$ cat src/rtl/frs_pkg.sv
package frs_pkg;
  typedef enum logic [1:0] {
    SEL_DATA   = 2'd0,
    SEL_CTRL   = 2'd1,
    SEL_UNLOCK = 2'd2
  } reg_sel_e;

  typedef enum logic [1:0] {
    UL_IDLE  = 2'd0,
    UL_HALF  = 2'd1,
    UL_ARMED = 2'd2
  } unlock_st_e;

  localparam int unsigned CTRL_WREN = 0;
  localparam int unsigned CTRL_WR   = 1;
  localparam int unsigned CTRL_ERR  = 2;

  localparam logic [7:0] KEY_FIRST  = 8'h55;
  localparam logic [7:0] KEY_SECOND = 8'hAA;
endpackage

$ cat src/rtl/frs_unlock.sv
module frs_unlock
  import frs_pkg::*;
(
  input  logic       clk_i,
  input  logic       rst_ni,
  input  logic       wr_i,
  input  logic [7:0] data_i,
  input  logic       consume_i,
  output logic       armed_o
);
  unlock_st_e st_q;

  always_ff @(posedge clk_i or negedge rst_ni) begin
    if (!rst_ni) begin
      st_q <= UL_IDLE;
    end else if (consume_i) begin
      st_q <= UL_IDLE;
    end else if (wr_i) begin
      if (data_i == KEY_FIRST)                          st_q <= UL_HALF;
      else if (data_i == KEY_SECOND && st_q == UL_HALF) st_q <= UL_ARMED;
      else                                              st_q <= UL_IDLE;
    end
  end

  assign armed_o = (st_q == UL_ARMED);
endmodule

$ cat src/rtl/frs_hold_buf.sv
module frs_hold_buf #(
  parameter int unsigned ROW_BYTES = 64,
  localparam int unsigned IDX_W    = $clog2(ROW_BYTES)
) (
  input  logic                   clk_i,
  input  logic                   rst_ni,
  input  logic                   wr_i,
  input  logic [IDX_W-1:0]       idx_i,
  input  logic [7:0]             data_i,
  output logic [ROW_BYTES*8-1:0] row_o
);
  for (genvar g = 0; g < ROW_BYTES; g++) begin : g_byte
    logic [7:0] b_q;
    always_ff @(posedge clk_i or negedge rst_ni) begin
      if (!rst_ni)                                b_q <= '0;
      else if (wr_i && idx_i == IDX_W'(g))        b_q <= data_i;
    end
    assign row_o[g*8 +: 8] = b_q;
  end
endmodule

$ cat src/rtl/frs_prog_timer.sv
module frs_prog_timer #(
  parameter int unsigned PROG_CYCLES = 100000,
  localparam int unsigned CNT_W = (PROG_CYCLES > 1) ? $clog2(PROG_CYCLES) : 1
) (
  input  logic clk_i,
  input  logic rst_ni,
  input  logic start_i,
  output logic busy_o,
  output logic done_o
);
  localparam logic [CNT_W-1:0] LAST = CNT_W'(PROG_CYCLES - 1);

  logic [CNT_W-1:0] cnt_q;

  always_ff @(posedge clk_i or negedge rst_ni) begin
    if (!rst_ni) begin
      cnt_q  <= '0;
      busy_o <= 1'b0;
      done_o <= 1'b0;
    end else begin
      done_o <= 1'b0;
      if (start_i && !busy_o) begin
        busy_o <= 1'b1;
        cnt_q  <= '0;
      end else if (busy_o) begin
        if (cnt_q == LAST) begin
          busy_o <= 1'b0;
          done_o <= 1'b1;
        end else begin
          cnt_q <= cnt_q + 1'b1;
        end
      end
    end
  end
endmodule

$ cat src/rtl/flash_row_sequencer.sv
module flash_row_sequencer
  import frs_pkg::*;
#(
  parameter int unsigned PTR_W       = 21,
  parameter int unsigned ROW_BYTES   = 64,
  parameter int unsigned PROG_CYCLES = 100000,
  localparam int unsigned IDX_W      = $clog2(ROW_BYTES),
  localparam int unsigned ROW_W      = PTR_W - IDX_W
) (
  input  logic                   clk_i,
  input  logic                   rst_ni,
  input  logic                   reg_we_i,
  input  logic [1:0]             reg_sel_i,
  input  logic [7:0]             reg_wdata_i,
  output logic [7:0]             reg_rdata_o,
  input  logic                   ptr_we_i,
  input  logic [PTR_W-1:0]       ptr_wdata_i,
  output logic [PTR_W-1:0]       ptr_o,
  input  logic                   tblwt_i,
  input  logic                   tblinc_i,
  output logic                   stall_o,
  output logic                   prog_o,
  output logic [ROW_W-1:0]       row_addr_o,
  output logic [ROW_BYTES*8-1:0] row_data_o,
  output logic                   done_o
);
  logic       busy, armed;
  logic       cpu_ok, data_wr, ctrl_wr, unlock_wr, start_req, start_ok;
  logic [7:0] latch_q;
  logic       wren_q, err_q;

  assign cpu_ok    = !busy;
  assign data_wr   = cpu_ok && reg_we_i && (reg_sel_i == SEL_DATA);
  assign ctrl_wr   = cpu_ok && reg_we_i && (reg_sel_i == SEL_CTRL);
  assign unlock_wr = cpu_ok && reg_we_i && (reg_sel_i == SEL_UNLOCK);
  assign start_req = ctrl_wr && reg_wdata_i[CTRL_WR];
  // enable must come from an earlier control write
  assign start_ok  = start_req && wren_q && armed;

  frs_unlock i_unlock (
    .clk_i     (clk_i),
    .rst_ni    (rst_ni),
    .wr_i      (unlock_wr),
    .data_i    (reg_wdata_i),
    .consume_i (start_req),
    .armed_o   (armed)
  );

  frs_hold_buf #(.ROW_BYTES(ROW_BYTES)) i_hold (
    .clk_i  (clk_i),
    .rst_ni (rst_ni),
    .wr_i   (cpu_ok && tblwt_i),
    .idx_i  (ptr_o[IDX_W-1:0]),
    .data_i (latch_q),
    .row_o  (row_data_o)
  );

  frs_prog_timer #(.PROG_CYCLES(PROG_CYCLES)) i_timer (
    .clk_i   (clk_i),
    .rst_ni  (rst_ni),
    .start_i (start_ok),
    .busy_o  (busy),
    .done_o  (done_o)
  );

  always_ff @(posedge clk_i or negedge rst_ni) begin
    if (!rst_ni) begin
      latch_q    <= '0;
      wren_q     <= 1'b0;
      err_q      <= 1'b0;
      ptr_o      <= '0;
      prog_o     <= 1'b0;
      row_addr_o <= '0;
    end else begin
      prog_o <= start_ok;
      if (data_wr) latch_q <= reg_wdata_i;
      if (ctrl_wr) wren_q <= reg_wdata_i[CTRL_WREN];
      if (start_req && !start_ok) err_q <= 1'b1;
      else if (ctrl_wr)           err_q <= err_q & reg_wdata_i[CTRL_ERR];
      if (start_ok) row_addr_o <= ptr_o[PTR_W-1:IDX_W];
      if (cpu_ok) begin
        if (ptr_we_i)               ptr_o <= ptr_wdata_i;
        else if (tblwt_i && tblinc_i) ptr_o <= ptr_o + 1'b1;
      end
    end
  end

  assign stall_o = busy;

  always_comb begin
    unique case (reg_sel_i)
      SEL_DATA: reg_rdata_o = latch_q;
      SEL_CTRL: begin
        reg_rdata_o            = '0;
        reg_rdata_o[CTRL_WREN] = wren_q;
        reg_rdata_o[CTRL_WR]   = busy;
        reg_rdata_o[CTRL_ERR]  = err_q;
      end
      default:  reg_rdata_o = '0;
    endcase
  end
endmodule

$ cat config.mk
export PLATFORM = sky130hd
export DESIGN_NAME = flash_row_sequencer
export DESIGN_NICKNAME = d
export VERILOG_FILES = /design/src/rtl/frs_pkg.sv /design/src/rtl/frs_unlock.sv /design/src/rtl/frs_hold_buf.sv /design/src/rtl/frs_prog_timer.sv /design/src/rtl/flash_row_sequencer.sv
export SDC_FILE = /design/constraint.sdc
export NUM_CORES = 1
export LEC_CHECK = 0
export BUFFER_PORTS_ARGS = -buffer_cell sky130_fd_sc_hd__buf_2
export CORE_AREA = 4 4 230 232
export CTS_CLUSTER_SIZE = 14
export DETAILED_ROUTE_END_ITERATION = 8
export DIE_AREA = 0 0 234 236
export PLACE_DENSITY = 0.77
export SYNTH_ARGS = -nofsm -noshare
export SYNTH_HDL_FRONTEND = slang
export SYNTH_SLANG_ARGS = --single-unit
$ cat constraint.sdc
create_clock -name clk_i -period 2.35 [get_ports clk_i]
set_input_delay 0 -clock clk_i [delete_from_list [all_inputs] [get_ports clk_i]]
set_output_delay 0 -clock clk_i [all_outputs]
set_load 0.01 [all_outputs]
==> results.sh <==
export IMPL_worstPathArrival_ns=2.63
export IMPL_drtIter0Drc=816
export IMPL_crit_path_max_fanout=9
export IMPL_synth_area_leader_cell="dfrtp_1"
export IMPL_wirelength_mm=71.8
export IMPL_tightest_slew_ns=0.908
export IMPL_fmax_ghz=0.463
export IMPL_cts_tree="yes"
export IMPL_critPathCaptureType="register"
export IMPL_cts_resized=0
export IMPL_synth_simple_area_share_pct=8.60
export IMPL_peakVddDrop_mv=0.715
export IMPL_grt_overflow_total=0
export IMPL_finalClockSkew_ns=0.0110
export IMPL_htreeDepth=2
export IMPL_cts_root_buf="clkbuf_16"
export IMPL_fp_row_count=83
export IMPL_drive_gt1_share_pct=58.1
export IMPL_p_leak_nw=17.5
export IMPL_finalHoldViolCount=0
export IMPL_nets=2291
export IMPL_initial_core_util_pct=46.5
export IMPL_synth_top_area_share_pct=61.3
export IMPL_synth_edf_count=0
export IMPL_core_um2=51000
export IMPL_ys_async_sr_fraction_pct=100
export IMPL_synth_mux_area_fraction_pct=25.7
export IMPL_power_density_nw_per_um2=668
export IMPL_synth_xor_area_share_pct=0.185
export IMPL_combinationalPowerShare_pct=3.3
export IMPL_ant_nets=0
export IMPL_min_period_ns=2.16
export IMPL_area_growth_pct=27.6
export IMPL_tns_ns=0
export IMPL_drtPass1Iterations=5
export IMPL_cts_clk_slew_worst_paths_ns=0.06
export IMPL_numCtsBuffers=57
export IMPL_fin_ws_ns=0.192
export IMPL_synth_fp_nets=1622
export IMPL_grt_max_degree=95
export IMPL_yosys_register_bits=580
export IMPL_crit_type="reg -> reg"
export IMPL_grt_antenna_before_repair=0
export IMPL_holdBufCountCts=44
export IMPL_cts_setup_buffers=0
export IMPL_synth_fa_ha_area_share_pct=0.264
export IMPL_die_height_um=236
export IMPL_fillers=3863
export IMPL_ys_warn_count=0
export IMPL_fin_cells=2974
export IMPL_clock_power_share_pct=46.7
export IMPL_avgSynthCellArea_um2=15.0
export IMPL_grt_pass1_wl_mm=108
export IMPL_synthFlopType="dfrtp_1"
export IMPL_netlist_top_cells_area="dfrtp_1, mux2_2, nor2_8"
export IMPL_drc=0
export IMPL_post_place_ws_ns=0.215
export IMPL_first_global_vias=17122
export IMPL_die_area_um2=55200
export IMPL_final_area_um2=30200
export IMPL_synthMostInstantiatedCell="dfrtp_1"
export IMPL_maxCapViolCount=0
export IMPL_die_x_um=234
export IMPL_slew_headroom_pct=39.5
export IMPL_rsz0062_at_grt="false"
export IMPL_insertion_delay_ns=0.59
export IMPL_p_int_mw=15.8
export IMPL_netSwitchingPower_mw=4.38
export IMPL_viasPerCell=5.42
export IMPL_synth_seq_area_share_pct=61.3
export IMPL_clockBufferDepth=3
export IMPL_ys_top_cells_by_count="dfrtp_1, mux2_2, nand2_1, clkbuf_1, nor2_8"
export IMPL_swShare_pct=21.7
export IMPL_multi_input_area_um2=8740
export IMPL_synth_top_family_by_area="multiplexers"
export IMPL_period_share_pct=91.8
export IMPL_min_path_type="in -> reg"
export IMPL_syn_area_um2=23700
export IMPL_insertedDiodeCount=0
export IMPL_p_seq_share_pct=49.9
export IMPL_drv_slew=0
export IMPL_finalPower_mw=20.2
export IMPL_syn_inst=1580
export IMPL_portBuffers=595
export IMPL_place_gp_congestion=0.891
export IMPL_worst_setup_path_start_kind="register"
export IMPL_setup_viol=0
export IMPL_cts_sinks=580
export IMPL_cp_required_ns=2.82
export IMPL_dpl_cell_area_um2=27800
export IMPL_regArea_um2=14500
export IMPL_vias=16130
export IMPL_synth_compound_area_share_pct=2.19
export IMPL_grt_use_total_pct=25.6
export IMPL_dp_cells=2826
export IMPL_io_pins=596
export IMPL_synth_cell_type_count=71
export IMPL_status="complete, no violations"
export IMPL_dp_hpwl_mm=49.0
export IMPL_wl_per_cell_um=24.1
-- state kept, by name, indices dropped and copies added (netlist names) --
signal,flops
i_hold.g_byte.b_q,512
ptr_o,21
i_timer.cnt_q,17
row_addr_o,15
latch_q,8
i_unlock.st_q,2
err_q,1
i_timer.busy_o,1
i_timer.done_o,1
prog_o,1
wren_q,1
-- layer usage --
metal  vias to the layer above  share of wire [%]  wire, um  GRT usage [%]
met5                         -                  0         0              0
met4                         0                3.9      2770           9.74
met3                       165                6.7      4790           5.21
met2                       666                 50     35600           43.3
met1                      8363                 40     28700           32.5
li1                       6936                  -         -              -
-- per-stage QoR --
step                      hold slack, ns  util (%)
after global placement          -0.00447      54.5
after global routing               0.143      59.3
after floorplan                   -0.296         -
final                              0.121      59.3
after detailed placement          0.0152      54.5
after CTS                         0.0375      59.3
-- logic make-up (layout without fill, tap and decap cells) --
kind of cell    count (synthesis)  after routing
xor+xnor                        5              5
mux                           533            533
flops                         580            580
buf+inv                       101            815
compound gates                 78             78
fa+ha+maj                       5              5
simple gates                  278            278
-- cell type report --
type	count	area share, %
clock buffer	79	5.39
clock inverter	25	1.07
inverter	10	0.124
multi-input combinational	899	28.9
sequential	580	48.1
tap	680	2.82
timing repair buffer	701	13.6
-- power groups by stage --
stage	clock [mW]	sequential [mW]	combinational [mW]
5_1_grt	10.0	10.1	0.741
3_3_place_gp	0	10.3	0.607
3_5_place_dp	0	10.3	0.622
4_1_cts	9.62	10.1	0.684
6_report	9.44	10.1	0.676
2_1_floorplan	0	10.2	0.197
-- final timing paths --
kind | to | from | depth (start not counted) | slack [ns]
min reg2reg | row_addr_o[13] | row_addr_o[13] | 2 | 0.48
max in group asynchronous | i_hold.g_byte[21].b_q[5] | rst_ni | 3 | 1.69
max | i_hold.g_byte[1].b_q[5] | ptr_o[2] | 5 | 0.19
min | ptr_o[11] | tblwt_i | 5 | 0.12
min in group asynchronous | i_hold.g_byte[53].b_q[3] | rst_ni | 3 | 0.13
max reg2reg | i_hold.g_byte[1].b_q[5] | ptr_o[2] | 5 | 0.19
-- placed cells by master, fill, tap and decap left out, drive strengths merged, types with 13 or more instances in the layout --
master / synthesis / layout
buf: 15 / 658
dfrtp: 580 / 580
mux2: 521 / 521
nand2: 90 / 90
clkbuf: 76 / 79
nor2: 73 / 73
dlygate4sd3: 0 / 43
nand3: 25 / 25
o21ai: 22 / 22
a21oi: 20 / 20
clkinv: 1 / 15
nor4: 14 / 14
nand4: 13 / 13
-- worst max-delay path, stage by stage (launching register included) --
cell	delay [ns]
dfrtp_1	0.44
buf_4	0.19
nor2_1	0.19
and2_1	0.35
nand2_1	0.43
mux2_2	0.42
Power figures use the tool's default switching activity.
